### src/rtl/qgate_pkg.sv
package qgate_pkg;

   typedef enum logic [1:0] {
      QFN_AND = 2'd0,
      QFN_OR  = 2'd1,
      QFN_XOR = 2'd2
   } qfn_e;

   // bitwise function on two digit values
   function automatic int bit_op(qfn_e f, int x, int y);
      case (f)
         QFN_AND: return x & y;
         QFN_OR:  return x | y;
         QFN_XOR: return x ^ y;
         default: return 0;
      endcase
   endfunction

endpackage

### src/rtl/qgate_dec.sv
module qgate_dec #(
   parameter int DIG_BITS = 2,
   localparam int WIRES = 1 << DIG_BITS
) (
   input  logic [WIRES-1:0]    code_i,
   output logic [DIG_BITS-1:0] val_o,
   output logic                data_o,
   output logic                spacer_o,
   output logic                bad_o
);

   always_comb begin
      val_o = '0;
      for (int i = 0; i < WIRES; i++) begin
         if (code_i[i]) val_o = DIG_BITS'(i);
      end
   end

   assign spacer_o = (code_i == '0);
   assign data_o   = $onehot(code_i);
   assign bad_o    = !spacer_o && !data_o;

endmodule

### src/rtl/qgate_map.sv
module qgate_map #(
   parameter int               DIG_BITS = 2,
   parameter qgate_pkg::qfn_e  GATE_FN  = qgate_pkg::QFN_AND,
   localparam int WIRES = 1 << DIG_BITS,
   localparam int TBL   = WIRES * WIRES
) (
   input  logic [DIG_BITS-1:0] a_val_i,
   input  logic [DIG_BITS-1:0] b_val_i,
   output logic [WIRES-1:0]    code_o
);

   logic [WIRES-1:0] tbl [TBL];

   // one table entry per operand pair, built at elaboration
   for (genvar k = 0; k < TBL; k++) begin : g_ent
      localparam int AV = k / WIRES;
      localparam int BV = k % WIRES;
      assign tbl[k] = WIRES'(1) << qgate_pkg::bit_op(GATE_FN, AV, BV);
   end

   assign code_o = tbl[{a_val_i, b_val_i}];

endmodule

### src/rtl/qgate_bitwise.sv
module qgate_bitwise #(
   parameter int               DIG_BITS = 2,
   parameter qgate_pkg::qfn_e  GATE_FN  = qgate_pkg::QFN_AND,
   localparam int WIRES = 1 << DIG_BITS
) (
   input  logic             clk,
   input  logic             rst_n,
   input  logic [WIRES-1:0] a_i,
   input  logic [WIRES-1:0] b_i,
   output logic [WIRES-1:0] q_o,
   output logic             err_o
);

   if (DIG_BITS < 1 || DIG_BITS > 3) begin : g_bad_width
      $error("qgate_bitwise: DIG_BITS must be 1..3");
   end
   if (GATE_FN != qgate_pkg::QFN_AND && GATE_FN != qgate_pkg::QFN_OR &&
       GATE_FN != qgate_pkg::QFN_XOR) begin : g_bad_fn
      $error("qgate_bitwise: unsupported GATE_FN");
   end

   logic [DIG_BITS-1:0] a_val, b_val;
   logic                a_dat, b_dat, a_sp, b_sp, a_bad, b_bad;
   logic [WIRES-1:0]    res_code;
   logic [WIRES-1:0]    q_r;
   logic                err_r;

   qgate_dec #(.DIG_BITS(DIG_BITS)) u_dec_a (
      .code_i(a_i), .val_o(a_val), .data_o(a_dat), .spacer_o(a_sp), .bad_o(a_bad));

   qgate_dec #(.DIG_BITS(DIG_BITS)) u_dec_b (
      .code_i(b_i), .val_o(b_val), .data_o(b_dat), .spacer_o(b_sp), .bad_o(b_bad));

   qgate_map #(.DIG_BITS(DIG_BITS), .GATE_FN(GATE_FN)) u_map (
      .a_val_i(a_val), .b_val_i(b_val), .code_o(res_code));

   // completion register: set on full data, clear on full spacer, else hold
   always_ff @(posedge clk or negedge rst_n) begin
      if (!rst_n) begin
         q_r   <= '0;
         err_r <= 1'b0;
      end else if (a_bad || b_bad) begin
         err_r <= 1'b1;
      end else begin
         err_r <= 1'b0;
         if (q_r == '0 && a_dat && b_dat) q_r <= res_code;
         else if (a_sp && b_sp)           q_r <= '0;
      end
   end

   assign q_o   = q_r;
   assign err_o = err_r;

   p_onehot_q_r2: assert property (@(posedge clk) disable iff (!rst_n)
      $onehot0(q_o));

   p_fill_r6: assert property (@(posedge clk) disable iff (!rst_n)
      (q_o == '0 && a_dat && b_dat) |=> (q_o != '0));

   p_partial_r7: assert property (@(posedge clk) disable iff (!rst_n)
      (q_o == '0 && !(a_dat && b_dat)) |=> (q_o == '0));

   p_rtz_r8: assert property (@(posedge clk) disable iff (!rst_n)
      (q_o != '0 && !(a_sp && b_sp)) |=> $stable(q_o));

   p_illegal_r10: assert property (@(posedge clk) disable iff (!rst_n)
      (a_bad || b_bad) |=> (err_o && $stable(q_o)));

endmodule

### config.mk
export PLATFORM = sky130hd
export DESIGN_NAME = qgate_bitwise
export DESIGN_NICKNAME = d
export VERILOG_FILES = /design/src/rtl/qgate_pkg.sv /design/src/rtl/qgate_dec.sv /design/src/rtl/qgate_map.sv /design/src/rtl/qgate_bitwise.sv
export SDC_FILE = /design/constraint.sdc
export NUM_CORES = 1
export LEC_CHECK = 0
export BUFFER_PORTS_ARGS = -buffer_cell sky130_fd_sc_hd__clkbuf_2
export CORE_AREA = 2 2 39 41
export CTS_CLUSTER_DIAMETER = 30
export DETAILED_ROUTE_END_ITERATION = 10
export DIE_AREA = 0 0 41 43
export GPL_TIMING_DRIVEN = 0
export PLACE_DENSITY = 0.57
export SLEW_MARGIN = 20
export SYNTH_ARGS = -nofsm -noshare
export SYNTH_HDL_FRONTEND = slang
export SYNTH_SLANG_ARGS = --single-unit
export TNS_END_PERCENT = 10
### constraint.sdc
create_clock -name clk -period 1.6 [get_ports clk]
set_clock_uncertainty 0.2 [all_clocks]
set_input_delay 0.24 -clock clk [delete_from_list [all_inputs] [get_ports clk]]
set_output_delay 0.24 -clock clk [all_outputs]
set_load 0.005 [all_outputs]
==> results.yml <==
pwr:
  irDropWorstVdd_mv: 0.3268
  cellPowerDensity_nw_per_um2: 825.1
  p_leak_uw: 0.0003524
clocking:
  clk_pin_slew_ns: 0.04
  cts_buffer_depth: 2
  tritoncts: "built"
  cts_root_buf: "clkbuf_4"
  cts_sinks: 5
  cts_inserted_buffers: 3
  h-tree-depth: 1
  clock_latency_ns: 0.24
detailed_routing:
  remaining_drc_errors: 0
  drt_iter0_markers: 1
  vias_per_cell: 4.819
  vias: 400
  ant_nets: 0
  wl_per_cell_um: 10.35
  dr.pass1.iters: 4
  wl_um: 859
global_route:
  grt_max_degree: 6
  first_global_vias: 377
  grt_pass1_wl_um: 1524
  grt_overflow_total: 0
  grt_use_total: 0.1300
  antenna_found_initial: 0
floorplan:
  coreArea_um2: 1384
  initial_core_util: 0.3535
  die-area_um2: 1763
  die_w_um: 41
  rows: 14
  ios: 15
  die_h_um: 43
synthesis:
  seq_area_frac_synth: 0.2558
  synth-xor-area-share: 0
  synth_edf_count: 0
  synth_mux_area_frac: 0
  yosysMostFrequentCell: "ha_1"
  ys.warnings.count: 0
  yosys.area_share.simple: 0.2276
  synthArstFlopShare: 1.000
  synth-compound-area-share: 0.09207
  synth_area_leaders: "ha_1 28%, dfrtp_1 26%, fa_1 8.2%"
  synth_fa_ha_area_frac: 0.3632
  synth_flop_cell: "dfrtp_1"
  synth_top_family_by_area: "adder cells"
  yosysTopAreaCell: "ha_1"
  yosys-top-cells-count: "11 x ha_1, 8 x inv_1, 5 x dfrtp_1"
  yosysUniqueCellTypes: 17
  synth_top_area_frac: 0.2813
  syn-instance-count: 48
  yosys_register_bits: 5
  avgSynthCellArea_um2: 10.19
  synthesis.nets: 71
  synth_area_um2: 489.2
status:
  outcome: "finished, violations left"
  violations: "negative setup slack"
worst_setup_path:
  critPathTopFamily: "adder cells"
  crit_fanout: 4
  crit_slowest_cell: "fa_1"
  crit_type: "primary input to flip-flop"
  endpoint_kind: "flip-flop"
  crit_path_frequent_cell: "ha_4"
  cp.arrival_ns: 1.73
  r2r_setup_slack_ns: 0.31
  crit_path_start_kind: "primary input"
  critPathBufInv: 2
  cp_slowest_stage_delay_ns: 0.47
  path_cells: "clkbuf_16 > inv_6 > ha_4 > ha_4 > fa_1 > nor3b_4 > a21oi_1 > or2_1"
  crit_required_ns: 1.52
job:
  maxCapViolations: 0
cells_and_area:
  drive_gt1_frac: 0.5075
  diodes: 0
  fillerInstances: 128
  ff_latch_area_um2: 125.1
  fin_area_um2: 790.8
  multiInputGateArea_um2: 409.1
  syn_to_final_growth_pct: 61.64
  fin_nets: 91
timing:
  relSlewSlack: 0.8521
  report.final.slew_viol_count: 0
  finalHoldViolations: 0
  finalSetupViolations: 5
  setup_ws_ns: -0.2064
  rsz0062_at_grt: "yes"
  tightest_slew_ns: 0.2202
  min_period_ns: 1.806
  post-route-period-util: 1.129
  whs_ns: 0.1439
  fmax_ghz: 0.5536
placed_design:
  dp_hpwl_um: 784.8
  portBuffers: 14
  place_area_um2: 681.9
  gp_congestion: 0.6269
worst_hold_path:
  hp-class: "primary input to asynchronous set/reset pin"
[power breakdown]
| part | internal (uW) | switching (uW) | leakage, uW |
|---|---|---|---|
| combinational | 163 | 118 | 0.000277 |
| sequential | 173 | 55.0 | 0.0000604 |
| clock | 94.2 | 49.6 | 0.0000150 |
[state kept, by name, summed over array words and instances (netlist names)]
register	count
err_o	1
q_o	4
[area by class of cell]
class | count | area share
multi-input cells | 35 | 0.5174
inverters | 8 | 0.07278
well taps | 16 | 0.02532
flip-flops and latches | 5 | 0.1582
clock buffers | 4 | 0.03323
repair buffers | 15 | 0.1930
[cell usage in the layout (no fill, tap or decap), types with 2 or more instances in the layout]
master	Yosys	routed
a21oi_1	2	2
clkbuf_16	0	2
clkbuf_2	0	8
clkbuf_4	0	3
clkbuf_8	0	3
dfrtp_1	5	5
fa_1	2	2
ha_1	11	5
ha_4	0	6
inv_2	0	3
inv_4	0	2
inv_6	0	2
nand2_1	4	4
nand4_1	2	2
nor2b_1	2	2
o21ai_1	4	4
[metrics by stage]
stage	power [uW]	setup slack, ns	utilization	cells	TNS [ns]
after floorplan	397.9	-0.2826	-	48	-1.235
after global placement	498.3	-0.5685	0.4928	78	-2.769
after detailed placement	498.5	-0.5710	0.4928	78	-2.752
after CTS	664.8	-0.2332	0.5669	83	-1.069
after global routing	704.6	-0.2850	0.5714	83	-1.348
final	652.4	-0.2064	0.5714	83	-0.9420
[worst register-to-register path, delay by kind of cell, from the launching register on]
kind | cells | cell delay [ns]
AO/OA/AOI/OAI | 1 | 0.14
flip-flops | 1 | 0.41
AND/OR/NAND/NOR | 2 | 0.46
[kinds of logic after synthesis]
family          after synthesis
flops                         5
fa+ha+maj                    13
simple gates                 14
buf+inv                       8
compound gates                8
[worst paths after layout]
check                            start  endpoint  cells past startpoint
worst max-delay path            a_i[3]     err_o                      8
worst min-delay path             rst_n    q_o[2]                      2
worst max register to register  q_o[1]    q_o[1]                      3
worst min register to register  q_o[3]    q_o[3]                      2
max in group asynchronous        rst_n    q_o[0]                      2
min in group clk                b_i[3]    q_o[3]                      3
[per-layer routing]
metal  routed length (um)  share of wire  GRT usage
met5                    0              0          0
met2                  413           0.48     0.1844
met4                   17          0.020     0.1000
met1                  359           0.42     0.1694
met3                   68          0.079    0.01571
[repair_timing]
action	4_1_cts	5_1_grt
buffers inserted	0	0
setup endpoints to repair	5	5
resized for setup	10	1
hold endpoints to repair	5	0
hold buffers	1	0
pin swaps	5	3
Note: power is estimated with default switching activity, not from simulation.
